**src/rtl/hss_pkg.sv**
```systemverilog
package hss_pkg;
   typedef enum logic [1:0] {
      ST_OFF   = 2'd0,
      ST_ON    = 2'd1,
      ST_LIMIT = 2'd2,
      ST_COOL  = 2'd3
   } hss_state_e;

   localparam int unsigned RESTART_SHIFT = 5;
endpackage

```
**src/rtl/hss_sync.sv**
```systemverilog
module hss_sync #(
   parameter int unsigned WIDTH  = 8,
   parameter int unsigned STAGES = 2
) (
   input  logic             clk,
   input  logic             rst_n,
   input  logic [WIDTH-1:0] d_i,
   output logic [WIDTH-1:0] q_o
);
   if (STAGES < 2) begin : g_bad_stages
      $error("hss_sync: STAGES must be at least 2");
   end
   if (WIDTH < 1) begin : g_bad_width
      $error("hss_sync: WIDTH must be at least 1");
   end

   logic [WIDTH-1:0] stg [STAGES];

   for (genvar g = 0; g < STAGES; g++) begin : g_stage
      if (g == 0) begin : g_first
         always_ff @(posedge clk) begin
            if (!rst_n) stg[g] <= '0;
            else        stg[g] <= d_i;
         end
      end else begin : g_next
         always_ff @(posedge clk) begin
            if (!rst_n) stg[g] <= '0;
            else        stg[g] <= stg[g-1];
         end
      end
   end

   assign q_o = stg[STAGES-1];
endmodule

```
**src/rtl/hss_latch.sv**
```systemverilog
module hss_latch #(
   parameter bit RST_VAL = 1'b0
) (
   input  logic clk,
   input  logic rst_n,
   input  logic set_i,
   input  logic clr_i,
   output logic q_o,
   output logic nxt_o
);
   // set dominates clear
   assign nxt_o = set_i ? 1'b1 : (clr_i ? 1'b0 : q_o);

   always_ff @(posedge clk) begin
      if (!rst_n) q_o <= RST_VAL;
      else        q_o <= nxt_o;
   end
endmodule

```
**src/rtl/hss_ol_blank.sv**
```systemverilog
module hss_ol_blank #(
   parameter int unsigned TBKT_CYC = 6
) (
   input  logic clk,
   input  logic rst_n,
   input  logic cmd_s,
   input  logic ol_s,
   output logic ol_rep
);
   if (TBKT_CYC < 1) begin : g_bad_tbkt
      $error("hss_ol_blank: TBKT_CYC must be at least 1");
   end

   localparam int unsigned CW = $clog2(TBKT_CYC + 1);
   localparam logic [CW-1:0] CNT_MAX = CW'(TBKT_CYC);

   logic          watch;
   logic [CW-1:0] cnt;

   assign watch = ol_s && !cmd_s;

   always_ff @(posedge clk) begin
      if (!rst_n)              cnt <= '0;
      else if (!watch)         cnt <= '0;
      else if (cnt != CNT_MAX) cnt <= cnt + 1'b1;
   end

   assign ol_rep = (cnt == CNT_MAX);

   // a report needs the watch condition in the cycle before
   a_r9_blank_hold: assert property (@(posedge clk) disable iff (!rst_n)
      ol_rep |-> $past(watch));
   // command high removes a report on the next edge
   a_r10_cmd_clears: assert property (@(posedge clk) disable iff (!rst_n)
      cmd_s |=> !ol_rep);
endmodule

```
**src/rtl/hss_core.sv**
```systemverilog
module hss_core
   import hss_pkg::*;
#(
   parameter int unsigned TCOFF_CYC = 4
) (
   input  logic clk,
   input  logic rst_n,
   input  logic cmd_s,
   input  logic ilim_s,
   input  logic cdis_s,
   input  logic th_block,
   input  logic uv_block,
   output logic pwr_en,
   output logic cool_active
);
   if (TCOFF_CYC < 1) begin : g_bad_tcoff
      $error("hss_core: TCOFF_CYC must be at least 1");
   end

   localparam int unsigned TRES_CYC = TCOFF_CYC << RESTART_SHIFT;
   localparam int unsigned TW       = $clog2(TRES_CYC);
   localparam logic [TW-1:0] T_LIM  = TW'(TCOFF_CYC - 1);
   localparam logic [TW-1:0] T_RES  = TW'(TRES_CYC - 1);

   hss_state_e    state;
   logic [TW-1:0] timer;
   logic          stop;

   assign stop = !cmd_s || th_block || uv_block;

   always_ff @(posedge clk) begin
      if (!rst_n) begin
         state <= ST_OFF;
         timer <= '0;
      end else begin
         case (state)
            ST_OFF: begin
               timer <= '0;
               if (!stop) state <= ST_ON;
            end
            ST_ON: begin
               timer <= '0;
               if (stop)                  state <= ST_OFF;
               else if (ilim_s && !cdis_s) state <= ST_LIMIT;
            end
            ST_LIMIT: begin
               if (stop) begin
                  state <= ST_OFF;
                  timer <= '0;
               end else if (!ilim_s || cdis_s) begin
                  state <= ST_ON;
                  timer <= '0;
               end else if (timer == T_LIM) begin
                  state <= ST_COOL;
                  timer <= '0;
               end else begin
                  timer <= timer + 1'b1;
               end
            end
            ST_COOL: begin
               if (uv_block || timer == T_RES) begin
                  state <= ST_OFF;
                  timer <= '0;
               end else begin
                  timer <= timer + 1'b1;
               end
            end
            default: begin
               state <= ST_OFF;
               timer <= '0;
            end
         endcase
      end
   end

   assign pwr_en      = (state == ST_ON) || (state == ST_LIMIT);
   assign cool_active = (state == ST_COOL);

   // limitation never outlasts the window
   a_r3_limit_bound: assert property (@(posedge clk) disable iff (!rst_n)
      (state == ST_LIMIT) |-> (timer <= T_LIM));
   // cut-off only after the full window
   a_r3_cut_full: assert property (@(posedge clk) disable iff (!rst_n)
      ($past(state) == ST_LIMIT && state == ST_COOL) |-> ($past(timer) == T_LIM));
   // restart interval runs to completion unless supply lockout hits
   a_r4_restart_full: assert property (@(posedge clk) disable iff (!rst_n)
      ($past(state) == ST_COOL && state == ST_OFF && !$past(uv_block))
         |-> ($past(timer) == T_RES));
   // strap keeps the block out of the limitation window
   a_r6_strap_no_window: assert property (@(posedge clk) disable iff (!rst_n)
      (state == ST_LIMIT) |-> !$past(cdis_s));
endmodule

```
**src/rtl/hs_switch_seq.sv**
```systemverilog
module hs_switch_seq #(
   parameter int unsigned TCOFF_CYC   = 250,
   parameter int unsigned TBKT_CYC    = 25000,
   parameter int unsigned SYNC_STAGES = 2
) (
   input  logic clk,
   input  logic rst_n,
   input  logic cmd_in,
   input  logic ilim_flag,
   input  logic ol_flag,
   input  logic tj_hot,
   input  logic tj_cool,
   input  logic uv_low,
   input  logic uv_good,
   input  logic cutoff_dis,
   output logic pwr_en,
   output logic diag_n
);
   localparam int unsigned NSYNC = 8;

   logic [NSYNC-1:0] raw, syn;
   logic s_cmd, s_ilim, s_ol, s_hot, s_cool, s_uvl, s_uvok, s_cdis;
   logic th_q, th_nxt, uv_q, uv_nxt;
   logic cool_active, ol_rep;

   assign raw = {cmd_in, ilim_flag, ol_flag, tj_hot, tj_cool, uv_low, uv_good, cutoff_dis};

   hss_sync #(.WIDTH(NSYNC), .STAGES(SYNC_STAGES)) u_sync (
      .clk(clk), .rst_n(rst_n), .d_i(raw), .q_o(syn));

   assign {s_cmd, s_ilim, s_ol, s_hot, s_cool, s_uvl, s_uvok, s_cdis} = syn;

   hss_latch #(.RST_VAL(1'b0)) u_therm (
      .clk(clk), .rst_n(rst_n), .set_i(s_hot), .clr_i(s_cool),
      .q_o(th_q), .nxt_o(th_nxt));

   hss_latch #(.RST_VAL(1'b1)) u_uvlo (
      .clk(clk), .rst_n(rst_n), .set_i(s_uvl), .clr_i(s_uvok),
      .q_o(uv_q), .nxt_o(uv_nxt));

   hss_core #(.TCOFF_CYC(TCOFF_CYC)) u_core (
      .clk(clk), .rst_n(rst_n), .cmd_s(s_cmd), .ilim_s(s_ilim), .cdis_s(s_cdis),
      .th_block(th_nxt), .uv_block(uv_nxt),
      .pwr_en(pwr_en), .cool_active(cool_active));

   hss_ol_blank #(.TBKT_CYC(TBKT_CYC)) u_ol (
      .clk(clk), .rst_n(rst_n), .cmd_s(s_cmd), .ol_s(s_ol), .ol_rep(ol_rep));

   assign diag_n = !(cool_active || th_q || ol_rep);

   // a held thermal fault keeps the stage off
   a_r7_thermal_off: assert property (@(posedge clk) disable iff (!rst_n)
      th_q |-> !pwr_en);
   // a held supply lockout keeps the stage off
   a_r8_uvlo_off: assert property (@(posedge clk) disable iff (!rst_n)
      uv_q |-> !pwr_en);
   // lockout released only by the supply-good flag
   a_r8_release_needs_good: assert property (@(posedge clk) disable iff (!rst_n)
      $fell(uv_q) |-> $past(s_uvok));
   // thermal released only by the cooled flag
   a_r7_release_needs_cool: assert property (@(posedge clk) disable iff (!rst_n)
      $fell(th_q) |-> $past(s_cool));
endmodule

```
**config.mk**
```make
export PLATFORM = sky130hd
export DESIGN_NAME = hs_switch_seq
export DESIGN_NICKNAME = d
export VERILOG_FILES = /design/src/rtl/hss_pkg.sv /design/src/rtl/hss_sync.sv /design/src/rtl/hss_latch.sv /design/src/rtl/hss_ol_blank.sv /design/src/rtl/hss_core.sv /design/src/rtl/hs_switch_seq.sv
export SDC_FILE = /design/constraint.sdc
export NUM_CORES = 1
export LEC_CHECK = 0
export BUFFER_PORTS_ARGS = -buffer_cell sky130_fd_sc_hd__buf_4
export CAP_MARGIN = 0
export CORE_MARGIN = 2
export CORE_UTILIZATION = 38
export CTS_BUF_LIST = sky130_fd_sc_hd__clkbuf_8
export CTS_CLUSTER_DIAMETER = 60
export DETAILED_ROUTE_END_ITERATION = 7
export PLACE_DENSITY_LB_ADDON = 0.05
export SLEW_MARGIN = 10
export SYNTH_ARGS = -nofsm -noshare
export SYNTH_HDL_FRONTEND = slang
export SYNTH_SLANG_ARGS = --single-unit
```
**constraint.sdc**
```tcl
create_clock -name clk -period 3.2 [get_ports clk]
set_clock_uncertainty 0.05 [all_clocks]
set_input_delay 0.64 -clock clk [delete_from_list [all_inputs] [get_ports clk]]
set_output_delay 0.64 -clock clk [all_outputs]
set_load 0.05 [all_outputs]
```
==> flow_summary.yaml, run 1 <==
critical_path:
  start_kind: "flip-flop"
  required_ns: 2.51
  arrival_ns: 1.88
  worstPathCellList: "inv_1 > ha_1 > and4b_1 > nand4_1 > nor3b_1 > buf_4"
  endpoint_kind: "output port"
  path_class: "flip-flop to output port"
  slowest_stage: "dfxtp_1"
  critPathMaxStageDelay_ns: 0.44
  crit_fanout: 6
clock_tree:
  htreeDepth: 2
  cts_inserted_buffers: 5
  cts_root_buf: "clkbuf_8"
  clockBufferDepth: 2
  worstSkewPairLatency_ns: 0.29
  cts_setup_buffers: 0
  cts-resized-gates: 0
  clock_sinks: 48
  cts_tree: "done"
  ctsHoldBuffers: 0
  clkTransAtPathRegs_ns: 0.08
yosys:
  yosys.area.top_type_share_pct: 47.6
  synthTopCellsByArea: "dfxtp_1, nor2_1, xor2_1"
  syn_avg_cell_area_sq_um: 9.34
  synth_fp_nets: 235
  yosys-top-cells-count: "dfxtp_1, nor2_1, and2_1"
  async_flop_share_pct: 0
  synthCells: 216
  ys.flop_type: "dfxtp_1"
  synth_edf_count: 0
  synth_largest_area_cell: "dfxtp_1"
  ys_ff_latch: 48
  synth-seq-area-share_pct: 47.6
  yosys_warnings: 0
  yosysUniqueCellTypes: 41
  synth_area_sq_um: 2020
  synth.most_common_cell: "dfxtp_1"
timing:
  hold_viol: 0
  finalSetupTns_ns: 0
  finalCritPeriodShare_pct: 80.2
  slew_headroom_pct: 32.3
  slew_violations: 0
  fmax_mhz: 390
  min_period_ns: 2.57
  layout_setup_ws_ns: 0.634
  rsz0062_at_grt: "false"
  tightestPinTransition_ns: 1.01
  setup_viol: 0
min_path:
  hp-class: "flip-flop to flip-flop"
grt:
  grt_max_degree: 23
  grt_overflow: 0
  antenna_found_initial: 0
  grt_use_total_pct: 12.2
  first_global_vias: 1297
  grt_pass1_wl_mm: 5.76
finish:
  final.fill_count: 514
  areaGrowthSynthToFinish_pct: 11.5
  diodes: 0
  nNetsFinal: 249
  drive_above_1_share_pct: 10.4
  layout.area.seq_sq_um: 961
  multi_input_comb_area_sq_um: 1000
placed_design:
  hpwl_mm: 2.39
  gp_congestion: 0.843
  io_buffers: 11
  post-place-ws_ns: 0.920
floorplan:
  fp.dieW_um: 76.9
  fp.coreArea_sq_um: 5110
  boundaryPins: 12
  dieHeight_um: 76.9
  fp.dieArea_sq_um: 5910
  start_util_pct: 39.5
  rows: 26
detailed_routing:
  num_vias: 1408
  route.detailed.drc: 0
  routed_wl_mm: 3.35
  first_iter_violations: 62
  avgRoutedWirePerCell_um: 11.2
  first_pass_iters: 4
  vias_per_cell: 4.69
  drtAntennaViolNets: 0
run_status:
  outcome: "finished clean"
power:
  power_density_nw_per_um2: 447
  power.leakage_nw: 0.802
  power_w: 0.00101
  irDropWorstVdd_uv: 170
job:
  maxCapViolCount: 0
[through the flow]
stage                     utilization, %  hold slack, ns  instances  cell area [sq um]
final                               44.0           0.386        300               2250
after global routing                44.0           0.403        300               2250
after CTS                           44.0           0.387        300               2250
after detailed placement            42.5           0.367        293               2170
after global placement              42.5           0.366        293               2170
after floorplan                        -           0.362        216               2020
[critical path: cells and delay by family, from the launching register on]
| family | cells | cell delay, ns |
|---|---|---|
| flip-flops | 1 | 0.44 |
| AND/OR/NAND/NOR | 3 | 0.66 |
| buffers and inverters | 2 | 0.30 |
| adder cells (fa/ha/maj) | 1 | 0.19 |
[layout make-up]
cell class / count / share of cell area, %
Clock buffer: 5 / 3.06
Clock inverter: 2 / 0.390
Inverter: 10 / 1.67
Multi-Input combinational cell: 154 / 44.6
Sequential cell: 48 / 42.7
Tap cell: 70 / 3.90
Timing Repair Buffer: 11 / 3.67
[kinds of logic (layout without fill, tap and decap cells)]
kind of cell,Yosys count,count (layout),share of synthesized area [%]
and+or+nand+nor,105,105,27.4
DFF,48,48,47.6
AOI/OAI and AO/OA,15,15,5.71
muxes,3,3,1.49
adders and majority gates,9,9,5.58
xor gates and xnor gates,22,22,9.55
buffers and inverters,14,28,2.67
[power by group]
group / total, W / switching [W] / internal (W)
clock: 0.000333 / 0.000187 / 0.000146
sequential: 0.000615 / 0.00000557 / 0.000610
combinational: 0.0000577 / 0.0000319 / 0.0000258
[worst paths after layout]
path / from / endpoint / slack [ns] / cells after the start
hold reg to reg: u_sync.stg[0][2]$_SDFF_PN0_ / u_sync.stg[1][2]$_SDFF_PN0_ / 0.39 / 1
setup reg to reg: u_core.timer[0]$_SDFF_PN0_ / u_core.timer[9]$_SDFF_PN0_ / 0.93 / 6
hold / removal: u_sync.stg[0][2]$_SDFF_PN0_ / u_sync.stg[1][2]$_SDFF_PN0_ / 0.39 / 1
setup / recovery: u_ol.cnt[0]$_SDFFE_PN0P_ / diag_n / 0.63 / 6
[per-layer routing]
metal / track usage [%] / up-vias / part of all wire [%]
met1: 14.6 / 651 / 47
met4: 5.45 / 0 / 1.7
met2: 20.2 / 10 / 48
met5: 0 / - / 0
met3: 3.53 / 5 / 2.4
li1: - / 742 / -
[flip-flops by register name, summed over array words and instances, names as in the netlist]
name          cells
u_core.timer     13
u_uvlo.q_o        1
u_ol.cnt         15
u_sync.stg       16
u_core.state      2
u_therm.q_o       1
[layout by cell type (no fill, tap or decap), drive strengths merged, types with 2 or more instances in the layout]
master / count
and2: 18
inv: 11
nand4: 6
xnor2: 9
xor2: 13
nor3: 3
ha: 9
nand2: 13
buf: 11
o211ai: 3
nand3: 8
a21oi: 6
or2b: 2
mux2i: 3
clkbuf: 5
and3: 5
nor2: 35
nand3b: 2
dfxtp: 48
No activity file was read; power rests on OpenSTA's default activity.
==> run 2, diff against run 1 <==
ABC_AREA = 1   (was default)
clock period = 2.32 ns   (was 3.2 ns; I/O delays follow)
==> run 2 against run 1 <==
  * Clock power is 84% higher
  * Wire length is 4.8% higher
  * Final cell count is 21% higher
  * Sequential power is 42% higher
  * Die area is 3.7% higher
  * Final area is 5.8% higher
  * Via count is 13% higher
  * Critical path type unchanged
  * Largest power group unchanged
==> flow_summary.yaml, run 2 <==
run_status:
  outcome: "finished clean"
critical_path:
  r2r_start: "u_core.timer[0]$_SDFF_PN0_"
  arrival_ns: 1.59
  crit_fanout: 5
  start_kind: "flip-flop"
  startpoint: "u_ol.cnt[0]$_SDFFE_PN0P_"
  path_class: "flip-flop to output port"
  required_ns: 1.81
  endpoint_kind: "output port"
detailed_routing:
  vias_per_cell: 4.41
  first_pass_iters: 4
  first_iter_violations: 91
  num_vias: 1595
  drtAntennaViolNets: 0
  avgRoutedWirePerCell_um: 9.70
  routed_wl_mm: 3.51
  route.detailed.drc: 0
yosys:
  synth-compound-area-share_pct: 6.99
  yosys.area.top_type_share_pct: 45.9
  yosysUniqueCellTypes: 27
  synth_area_sq_um: 2100
  ys_ff_latch: 48
  synth_xor_area_share_pct: 4.18
  synth_edf_count: 0
  async_flop_share_pct: 0
  synth-seq-area-share_pct: 45.9
  synthMuxAreaShare_pct: 0
  synth_fa_ha_area_share_pct: 5.37
  synth_fp_nets: 292
  syn_avg_cell_area_sq_um: 7.68
  synth-simple-area-share_pct: 28.1
  ys.flop_type: "dfxtp_1"
  synth_largest_area_cell: "dfxtp_1"
  yosys-top-cells-count: "nand2_1, dfxtp_1, inv_1"
  synthTopCellsByArea: "dfxtp_1, nand2_1, inv_1"
  synthCells: 273
  synth_top_family_by_area: "simple AND/OR/NAND/NOR gates"
  yosys_warnings: 0
  synth.most_common_cell: "nand2_1"
power:
  power_w: 0.00180
  power_density_nw_per_um2: 759
  irDropWorstVdd_uv: 458
  power.leakage_nw: 0.973
finish:
  drive_above_1_share_pct: 11.7
  reg.largest.list: "u_sync.stg (16), u_ol.cnt (15), u_core.timer (13)"
  top_register: "u_sync.stg"
  layout_commonest_cell: "nand2_1"
  finalInstanceArea_sq_um: 2380
  diodes: 0
  final_cell_mix: "nand2_1, inv_1, dfxtp_1"
  largest_reg_flops: 16
  areaGrowthSynthToFinish_pct: 13.5
  nNetsFinal: 308
  stdcell_count: 362
timing:
  slew_violations: 0
  fmax_mhz: 475
  finalCritPeriodShare_pct: 90.8
  slew_headroom_pct: 58.0
  tightestPinTransition_ns: 0.628
  hold_viol: 0
  setup_viol: 0
  min_period_ns: 2.11
  rsz0062_at_grt: "false"
  finalSetupTns_ns: 0
floorplan:
  dieHeight_um: 78.3
  fp.dieW_um: 78.3
  boundaryPins: 12
  start_util_pct: 38.8
  fp.dieArea_sq_um: 6130
  rows: 27
  fp.coreArea_sq_um: 5410
clock_tree:
  cts_inserted_buffers: 5
  clockBufferDepth: 2
  clkTransAtPathRegs_ns: 0.09
  htreeDepth: 2
  cts_root_buf: "clkbuf_8"
  worstSkewPairLatency_ns: 0.30
  cts_setup_buffers: 0
  ctsHoldBuffers: 0
  cts_tree: "done"
  cts-resized-gates: 0
  clock_sinks: 48
grt:
  grt_overflow: 0
  grt_use_total_pct: 13.3
  grtUsageMet1_pct: 16.4
  first_global_vias: 1498
  top_usage_layer: "met2"
  grt_pass1_wl_mm: 6.40
  antenna_found_initial: 0
  use_met3_pct: 3.79
  grt_max_degree: 22
  use_met2_pct: 21.6
placed_design:
  gp_congestion: 0.776
  hpwl_mm: 2.64
  io_buffers: 11
  place_inst: 354
  placement.cell_area_sq_um: 2260
job:
  maxCapViolCount: 0
min_path:
  hp-class: "input port to flip-flop"
  hp-start: "uv_good"
[run 2: cell types whose count changed after synthesis, sizes merged, moves of 5 or more]
cell	previous run	this run
nor2	35	42
nand2	13	56
nor3	3	10
xor2	13	6
xnor2	9	4
a21oi	6	14
and2	18	0
and3	5	0
inv	10	48
[run 2: routing by layer]
metal,wire [um],share of wire [%],up-vias
met3,102,2.9,6
met2,1610,46,16
met5,0,0,-
li1,-,-,879
met1,1730,49,694
met4,70,2.0,0
[run 2: power breakdown]
group	switching, W	leakage (nW)	internal, W
combinational	0.000206	0.524	0.000110
sequential	0.0000191	0.391	0.000856
clock	0.000289	0.0583	0.000325
total	0.000514	0.973	0.00129
[run 2: cell families (layout without fill, tap and decap cells)]
group	Yosys count	in the layout
AOI/OAI and AO/OA	25	25
adders and majority gates	9	9
buffers and inverters	51	68
xor gates and xnor gates	10	10
and+or+nand+nor	130	130
DFF	48	48
[run 2: layout make-up]
cell class,instances,area [sq um]
repair buffers,12,90.1
flip-flops and latches,48,961
multi-input cells,174,941
inverters,48,180
well taps,72,90.1
clock inverters,3,47.5
clock buffers,5,68.8
fillers,564,3030
[run 2: path summary, 6_finish.rpt]
path	to	slack, ns	cells past startpoint
max reg2reg	u_core.timer[9]$_SDFF_PN0_	0.64	8
min	u_sync.stg[0][1]$_SDFF_PN0_	0.29	3
min reg2reg	u_sync.stg[1][0]$_SDFF_PN0_	0.37	2
max	diag_n	0.21	8
[run 2: through the flow]
step	utilization (%)	hold slack, ns	worst slack (ns)
2_1_floorplan	-	0.340	0.325
3_3_place_gp	41.9	0.343	0.585
3_5_place_dp	41.9	0.351	0.537
4_1_cts	44.0	0.271	0.192
5_1_grt	44.0	0.273	0.0602
6_report	44.0	0.287	0.214
[run 2: critical path: stages (launching register included)]
cell	delay, ns
dfxtp_1	0.40
inv_1	0.06
ha_1	0.19
nand4_1	0.08
nor2_1	0.05
nand2_1	0.11
inv_1	0.09
nor3_2	0.11
buf_4	0.22
